File: src/rtl/mdu_pkg.sv
// Package: shared control-word layout for the monitor-mode debug unit.
// Assumes: the control word occupies the low CTL_W bits of a register write.
package mdu_pkg;
    localparam int CTL_W = 11;

    // Comparator control word, bit 0 at the bottom.
    typedef struct packed {
        logic       chain;     // [10] require lower unit to hit
        logic       ext_req;   // [9]  require external condition
        logic [1:0] size;      // [8:7] size value
        logic       size_chk;  // [6]  compare size
        logic [1:0] dir;       // [5:4] direction qualifier
        logic [1:0] priv;      // [3:2] privilege qualifier
        logic       is_data;   // [1]  0 fetch bus, 1 data bus
        logic       en;        // [0]  unit enable
    } unit_ctl_t;

    localparam logic [1:0] Q_LOW  = 2'b01; // user-only / read-only
    localparam logic [1:0] Q_HIGH = 2'b10; // privileged-only / write-only
endpackage

File: src/rtl/mdu_regs.sv
// Module: register bank of the debug unit (global control plus per-unit
// value, mask and control). Write-only synchronous port.
// Assumes: slot 0 of the address space is global, slot u+1 is unit u.
module mdu_regs
    import mdu_pkg::*;
#(
    parameter int NUM_UNITS = 2,
    parameter int ADDR_W    = 32,
    parameter int RA_W      = 4
) (
    input  logic                                 clk,
    input  logic                                 rst_n,
    input  logic                                 reg_we,
    input  logic [RA_W-1:0]                      reg_addr,
    input  logic [ADDR_W-1:0]                    reg_wdata,
    output logic                                 mon_en,
    output logic [2:0]                           forbid_bits,
    output logic                                 stat_clr,
    output logic [NUM_UNITS-1:0][ADDR_W-1:0]     unit_val,
    output logic [NUM_UNITS-1:0][ADDR_W-1:0]     unit_msk,
    output unit_ctl_t [NUM_UNITS-1:0]            unit_ctl,
    output logic [NUM_UNITS-1:0]                 wr_hit
);
    localparam int SLOT_W = RA_W - 2;

    logic [SLOT_W-1:0] slot;
    logic [1:0]        field;
    logic              unused_wdata;

    assign slot         = reg_addr[RA_W-1:2];
    assign field        = reg_addr[1:0];
    assign unused_wdata = ^{reg_wdata[ADDR_W-1:CTL_W], reg_wdata[3]};

    // Status clear strobe: write of 1 to bit 0 at global address 1.
    assign stat_clr = reg_we && (slot == '0) && (field == 2'd1) && reg_wdata[0];

    // Global control register: monitor enable and forbidden-feature bits.
    always_ff @(posedge clk) begin
        if (!rst_n) begin
            mon_en      <= 1'b0;
            forbid_bits <= '0;
        end else if (reg_we && (slot == '0) && (field == 2'd0)) begin
            mon_en      <= reg_wdata[4];
            forbid_bits <= reg_wdata[2:0];
        end
    end

    for (genvar u = 0; u < NUM_UNITS; u++) begin : g_unit
        localparam logic [SLOT_W-1:0] MY_SLOT = SLOT_W'(u + 1);

        // Write strobe for this unit's value, mask or control register.
        assign wr_hit[u] = reg_we && (slot == MY_SLOT) && (field != 2'd3);

        // Per-unit registers, loaded by field.
        always_ff @(posedge clk) begin
            if (!rst_n) begin
                unit_val[u] <= '0;
                unit_msk[u] <= '0;
                unit_ctl[u] <= '0;
            end else if (wr_hit[u]) begin
                case (field)
                    2'd0:    unit_val[u] <= reg_wdata;
                    2'd1:    unit_msk[u] <= reg_wdata;
                    default: unit_ctl[u] <= unit_ctl_t'(reg_wdata[CTL_W-1:0]);
                endcase
            end
        end
    end
endmodule

File: src/rtl/mdu_cmp.sv
// Module: one comparator unit. Selects the fetch or data bus, then
// qualifies an address-with-mask match by privilege, direction, size and
// external condition. Combinational; chaining is applied by the parent.
// Assumes: 'hold' is high in a cycle when this unit's registers are written.
module mdu_cmp
    import mdu_pkg::*;
#(
    parameter int ADDR_W = 32
) (
    input  logic [ADDR_W-1:0] val,
    input  logic [ADDR_W-1:0] msk,
    input  unit_ctl_t         ctl,
    input  logic              hold,
    input  logic              if_valid,
    input  logic [ADDR_W-1:0] if_addr,
    input  logic              if_priv,
    input  logic              if_state,
    input  logic              dt_valid,
    input  logic [ADDR_W-1:0] dt_addr,
    input  logic              dt_priv,
    input  logic              dt_write,
    input  logic [1:0]        dt_size,
    input  logic              ext_cond,
    output logic              hit
);
    logic              bus_valid;
    logic [ADDR_W-1:0] bus_addr;
    logic              bus_priv;
    logic              addr_ok, priv_ok, dir_ok, size_ok, ext_ok;

    // Bus selection by unit kind.
    always_comb begin
        bus_valid = ctl.is_data ? dt_valid : if_valid;
        bus_addr  = ctl.is_data ? dt_addr  : if_addr;
        bus_priv  = ctl.is_data ? dt_priv  : if_priv;
    end

    // Individual qualifiers.
    always_comb begin
        addr_ok = ((bus_addr ^ val) & ~msk) == '0;
        case (ctl.priv)
            Q_LOW:   priv_ok = !bus_priv;
            Q_HIGH:  priv_ok = bus_priv;
            default: priv_ok = 1'b1;
        endcase
        if (!ctl.is_data)          dir_ok = 1'b1;
        else if (ctl.dir == Q_LOW) dir_ok = !dt_write;
        else if (ctl.dir == Q_HIGH) dir_ok = dt_write;
        else                       dir_ok = 1'b1;
        if (!ctl.size_chk)         size_ok = 1'b1;
        else if (ctl.is_data)      size_ok = (dt_size == ctl.size);
        else                       size_ok = (if_state == ctl.size[0]);
        ext_ok = !ctl.ext_req || ext_cond;
    end

    // Final unchained hit.
    assign hit = ctl.en && !hold && bus_valid && addr_ok && priv_ok
                 && dir_ok && size_ok && ext_ok;
endmodule

File: src/rtl/mon_dbg_unit.sv
// Module: monitor-mode breakpoint/watchpoint unit (top). Combines the
// comparator hits with chaining and turns them into abort requests that
// are high in the same cycle as the matching access. Keeps the sticky
// debug-abort flag and reports forbidden settings.
// Assumes: NUM_UNITS+1 slots fit in the register address space.
module mon_dbg_unit
    import mdu_pkg::*;
#(
    parameter int NUM_UNITS = 2,
    parameter int ADDR_W    = 32,
    parameter int RA_W      = 4
) (
    input  logic              clk,
    input  logic              rst_n,
    input  logic              reg_we,
    input  logic [RA_W-1:0]   reg_addr,
    input  logic [ADDR_W-1:0] reg_wdata,
    input  logic              if_valid,
    input  logic [ADDR_W-1:0] if_addr,
    input  logic              if_priv,
    input  logic              if_state,
    input  logic              dt_valid,
    input  logic [ADDR_W-1:0] dt_addr,
    input  logic              dt_priv,
    input  logic              dt_write,
    input  logic [1:0]        dt_size,
    input  logic              ext_cond,
    output logic              pabt_req,
    output logic              dabt_req,
    output logic              mon_flag,
    output logic              cfg_err
);
    logic                             mon_en;
    logic [2:0]                       forbid_bits;
    logic                             stat_clr;
    logic [NUM_UNITS-1:0][ADDR_W-1:0] unit_val;
    logic [NUM_UNITS-1:0][ADDR_W-1:0] unit_msk;
    unit_ctl_t [NUM_UNITS-1:0]        unit_ctl;
    logic [NUM_UNITS-1:0]             wr_hit;
    logic [NUM_UNITS-1:0]             raw_hit;
    logic [NUM_UNITS-1:0]             hit;
    logic [NUM_UNITS-1:0]             side_data;

    mdu_regs #(.NUM_UNITS(NUM_UNITS), .ADDR_W(ADDR_W), .RA_W(RA_W)) u_regs (
        .clk(clk), .rst_n(rst_n), .reg_we(reg_we), .reg_addr(reg_addr),
        .reg_wdata(reg_wdata), .mon_en(mon_en), .forbid_bits(forbid_bits),
        .stat_clr(stat_clr), .unit_val(unit_val), .unit_msk(unit_msk),
        .unit_ctl(unit_ctl), .wr_hit(wr_hit)
    );

    for (genvar u = 0; u < NUM_UNITS; u++) begin : g_cmp
        mdu_cmp #(.ADDR_W(ADDR_W)) u_cmp (
            .val(unit_val[u]), .msk(unit_msk[u]), .ctl(unit_ctl[u]),
            .hold(wr_hit[u]),
            .if_valid(if_valid), .if_addr(if_addr), .if_priv(if_priv),
            .if_state(if_state),
            .dt_valid(dt_valid), .dt_addr(dt_addr), .dt_priv(dt_priv),
            .dt_write(dt_write), .dt_size(dt_size),
            .ext_cond(ext_cond), .hit(raw_hit[u])
        );
        assign side_data[u] = unit_ctl[u].is_data;
    end

    // Chain resolution: a chained unit needs the unit below it to hit.
    always_comb begin
        for (int u = 0; u < NUM_UNITS; u++) begin
            if (u == 0) hit[u] = raw_hit[u];
            else        hit[u] = raw_hit[u] && (!unit_ctl[u].chain || hit[u-1]);
        end
    end

    // Abort requests, aligned with the access strobe.
    assign pabt_req = mon_en && |(hit & ~side_data);
    assign dabt_req = mon_en && |(hit & side_data);

    // Forbidden features while monitor mode is on.
    assign cfg_err = mon_en && |forbid_bits;

    // Sticky debug-abort flag; a new abort wins over a clear.
    always_ff @(posedge clk) begin
        if (!rst_n)                     mon_flag <= 1'b0;
        else if (pabt_req || dabt_req)  mon_flag <= 1'b1;
        else if (stat_clr)              mon_flag <= 1'b0;
    end
endmodule

File: config.mk
export PLATFORM = sky130hd
export DESIGN_NAME = mon_dbg_unit
export DESIGN_NICKNAME = d
export VERILOG_FILES = /design/src/rtl/mdu_pkg.sv /design/src/rtl/mdu_regs.sv /design/src/rtl/mdu_cmp.sv /design/src/rtl/mon_dbg_unit.sv
export SDC_FILE = /design/constraint.sdc
export NUM_CORES = 1
export LEC_CHECK = 0
export ABC_AREA = 1
export BUFFER_PORTS_ARGS = -buffer_cell sky130_fd_sc_hd__clkbuf_2
export CAP_MARGIN = 20
export CORE_UTILIZATION = 33
export DETAILED_ROUTE_END_ITERATION = 7
export SYNTH_ARGS = -nofsm -noshare
export SYNTH_HDL_FRONTEND = slang
export SYNTH_SLANG_ARGS = --single-unit
File: constraint.sdc
create_clock -name clk -period 1.7 [get_ports clk]
set_clock_uncertainty 0.05 [all_clocks]
set_input_delay 0.085 -clock clk [delete_from_list [all_inputs] [get_ports clk]]
set_output_delay 0.085 -clock clk [all_outputs]
set_load 0.1 [all_outputs]
==> reports/metrics.json <==
{
  "status": "finished, violations left",
  "max_cap_viol_count": 0,
  "first_global_vias": 8167,
  "mostFrequentLayoutCell": "sky130_fd_sc_hd__nand2_1",
  "post_synth_instance_area_um2": 7970,
  "routed_wire_length_per_instance_um": 15.9,
  "hold_viol_final": 0,
  "io-pin-count": 116,
  "crit_fanout": 9,
  "syn2layout_area_growth_pct": 35.2,
  "synthesis.area_per_instance_um2": 6.42,
  "totalWireLength_um": 28400,
  "maxSlewViolCount": 0,
  "clock_tree.buffer_depth": 2,
  "n_fill_cell": 2451,
  "drive_gt1_frac": 0.197,
  "start_util": 0.338,
  "synth_seq_cells": 154,
  "criticalPathCategory": "reg2out",
  "insertion_delay_ns": 0.43,
  "post-route-cell-area_um2": 10800,
  "timing.setup.tns_ns": -2.40,
  "worst_ir_drop_vdd_v": 0.000618,
  "slew_headroom": 0.643,
  "critical_path.cell_chain": "inv_8 -> buf_12 -> nand2_1 -> nand2_1 -> nand2_1 -> nand3b_1 -> nand2_1 -> nor2_1 -> nand4_1 -> nor2_2 -> nand4_1 -> nand2_1 -> nand2_2 -> clkinvlp_4 -> buf_12",
  "synth_largest_area_cell": "sky130_fd_sc_hd__dfxtp_1",
  "gr-usage-all-layers": 0.235,
  "rsz0062_at_grt": "yes",
  "synth_top_flop_cell": "sky130_fd_sc_hd__dfxtp_1",
  "synthesis.nets": 1357,
  "place.port_buffers": 115,
  "n_antenna_cell": 0,
  "final_cells": 1792,
  "synth_async_sr_flop_share": 0,
  "cts_htree_levels": 4,
  "detail_route.iter0.violations": 707,
  "fp-row-count": 56,
  "hpwl_um": 20100,
  "grt_antenna_before_repair": 0,
  "detail_route.vias_per_cell": 4.91,
  "fin_hold_ws_ns": 0.0210,
  "crit_path_end_kind": "primary output",
  "crit_path_max_incr_delay_ns": 0.40,
  "core_um2": 23600,
  "critical-path-slowest-cell": "sky130_fd_sc_hd__dfxtp_4",
  "count_of_flip_flops_with_a_built_in_enable_after_synthesis": 0,
  "cts-root-buf": "sky130_fd_sc_hd__clkbuf_16",
  "cp_data_arrival_time_ns": 2.55,
  "numClockSinks": 154,
  "synth_area_leaders": "sky130_fd_sc_hd__dfxtp_1 (39%), sky130_fd_sc_hd__nand2_1 (15%), sky130_fd_sc_hd__nor2_1 (11%)",
  "layout.cells.most_common_list": "sky130_fd_sc_hd__nand2_1 (309), sky130_fd_sc_hd__nor2_1 (223), sky130_fd_sc_hd__o21ai_0 (161)",
  "worst_path_most_repeated_cell": "sky130_fd_sc_hd__nand2_1",
  "synth_cells": 1241,
  "synth_sequential_area_ratio": 0.387,
  "holdCritPathClass": "in2reg",
  "drt_pre_antenna_iters": 5,
  "final_core_utilization": 0.456,
  "global_route_wire_length_before_repair_um": 44000,
  "grt_start_max_net_pins": 74,
  "worst_setup_path_start_kind": "flop",
  "cts_tree": "yes",
  "die-width_um": 157,
  "cts_buffers": 17,
  "nNetsFinal": 1577,
  "clkTransAtPathRegs_ns": 0.06,
  "period_share": 1.58,
  "max_freq_mhz": 372,
  "detailedPlace.worstSlack_ns": -0.564,
  "detailed_place.area_um2": 9640,
  "yosys_warnings": 0,
  "total_leakage_power_nw": 4.97,
  "dr_total_vias": 8800,
  "finalSetupViolCount": 3,
  "fin_total_pwr_mw": 9.04,
  "globalRouteOverflowTotal": 0,
  "power.density_cell_area_nw_per_um2": 839,
  "finalWorstSetupSlack_ns": -0.989,
  "die_boundary_height_um": 157,
  "failing_checks": "negative setup slack",
  "timing.critical_path.required_ns": 1.56,
  "tightest_slew_ns": 0.537,
  "die_area_um2": 24800,
  "yosys.cell_types.count": 26,
  "gp_congestion": 0.922,
  "layout_min_cycle_time_ns": 2.69,
  "ff2ff_setup_slack_ns": -0.45,
  "postRouteAntennaNets": 0,
  "drc": 0,
  "synthDominantCellAreaShare": 0.387,
  "post-place-cells": 1725
}
## flip-flops by register name, indices dropped and copies added, names as in the netlist
register and flops:
mon_flag 1, u_regs.forbid_bits 3, u_regs.mon_en 1, u_regs.unit_ctl 21, u_regs.unit_msk 64, u_regs.unit_val 64
## what timing repair did
action / 4_1_cts / 5_1_grt
endpoints found under the hold margin: 127 / 0
buffers inserted: 1 / 2
cloned: 0 / 1
setup endpoints to repair: 3 / 4
hold buffers: 32 / 0
resized for setup: 13 / 26
pin swaps: 5 / 17
## layer usage
layer / routed length, um / track usage / part of all wire
met5: 0 / 0 / 0
met3: 1850 / 0.0441 / 0.065
met1: 12700 / 0.301 / 0.45
met2: 13200 / 0.396 / 0.46
met4: 634 / 0.0693 / 0.022
## kinds of logic (layout without fill, tap and decap cells)
group           count (synthesis)  after routing  share of synthesized area
flops                         154            154                      0.387
compound gates                241            241                      0.153
xor+xnor                        2              2                    0.00220
simple gates                  693            693                      0.375
buf+inv                       147            379                     0.0774
fa+ha+maj                       4              4                    0.00628
## cells in the mapped netlist (7+ instances only)
| cell | n |
|---|---|
| sky130_fd_sc_hd__a21oi_1 | 73 |
| sky130_fd_sc_hd__buf_2 | 7 |
| sky130_fd_sc_hd__o21ai_0 | 161 |
| sky130_fd_sc_hd__nand3b_1 | 75 |
| sky130_fd_sc_hd__nand4_1 | 12 |
| sky130_fd_sc_hd__clkbuf_1 | 39 |
| sky130_fd_sc_hd__dfxtp_1 | 154 |
| sky130_fd_sc_hd__nand2_1 | 320 |
| sky130_fd_sc_hd__nand3_1 | 50 |
| sky130_fd_sc_hd__nor2_1 | 230 |
| sky130_fd_sc_hd__inv_1 | 87 |
## worst max-delay path, delay by kind of cell, from the launching register on
family	cells	cell delay [ns]
buf+inv	4	0.50
flops	1	0.40
simple gates	11	1.20
## report_power, final
group | switching [mW] | internal [mW] | total (mW)
logic | 0.712 | 0.526 | 1.24
registers | 0.0459 | 3.69 | 3.73
clock network | 1.59 | 2.48 | 4.07
## path summary, 6_finish.rpt
kind | startpoint | end | cells after the start
worst max-delay path | u_regs.unit_ctl[1] | dabt_req | 15
worst min-delay path | reg_wdata[1] | u_regs.unit_val[33] | 3
worst max register to register | u_regs.unit_ctl[1] | mon_flag | 16
worst min register to register | u_regs.unit_msk[5] | u_regs.unit_msk[5] | 2
## area by class of cell
class	count	area, um^2	share of cell area
Sequential cell	154	3090	0.287
Clock inverter	12	174	0.0161
Clock buffer	19	443	0.0411
Multi-Input combinational cell	940	4370	0.406
Tap cell	319	399	0.0370
Timing Repair Buffer	258	1940	0.180
Inverter	90	360	0.0334
Note: power is estimated with default switching activity, not from simulation.
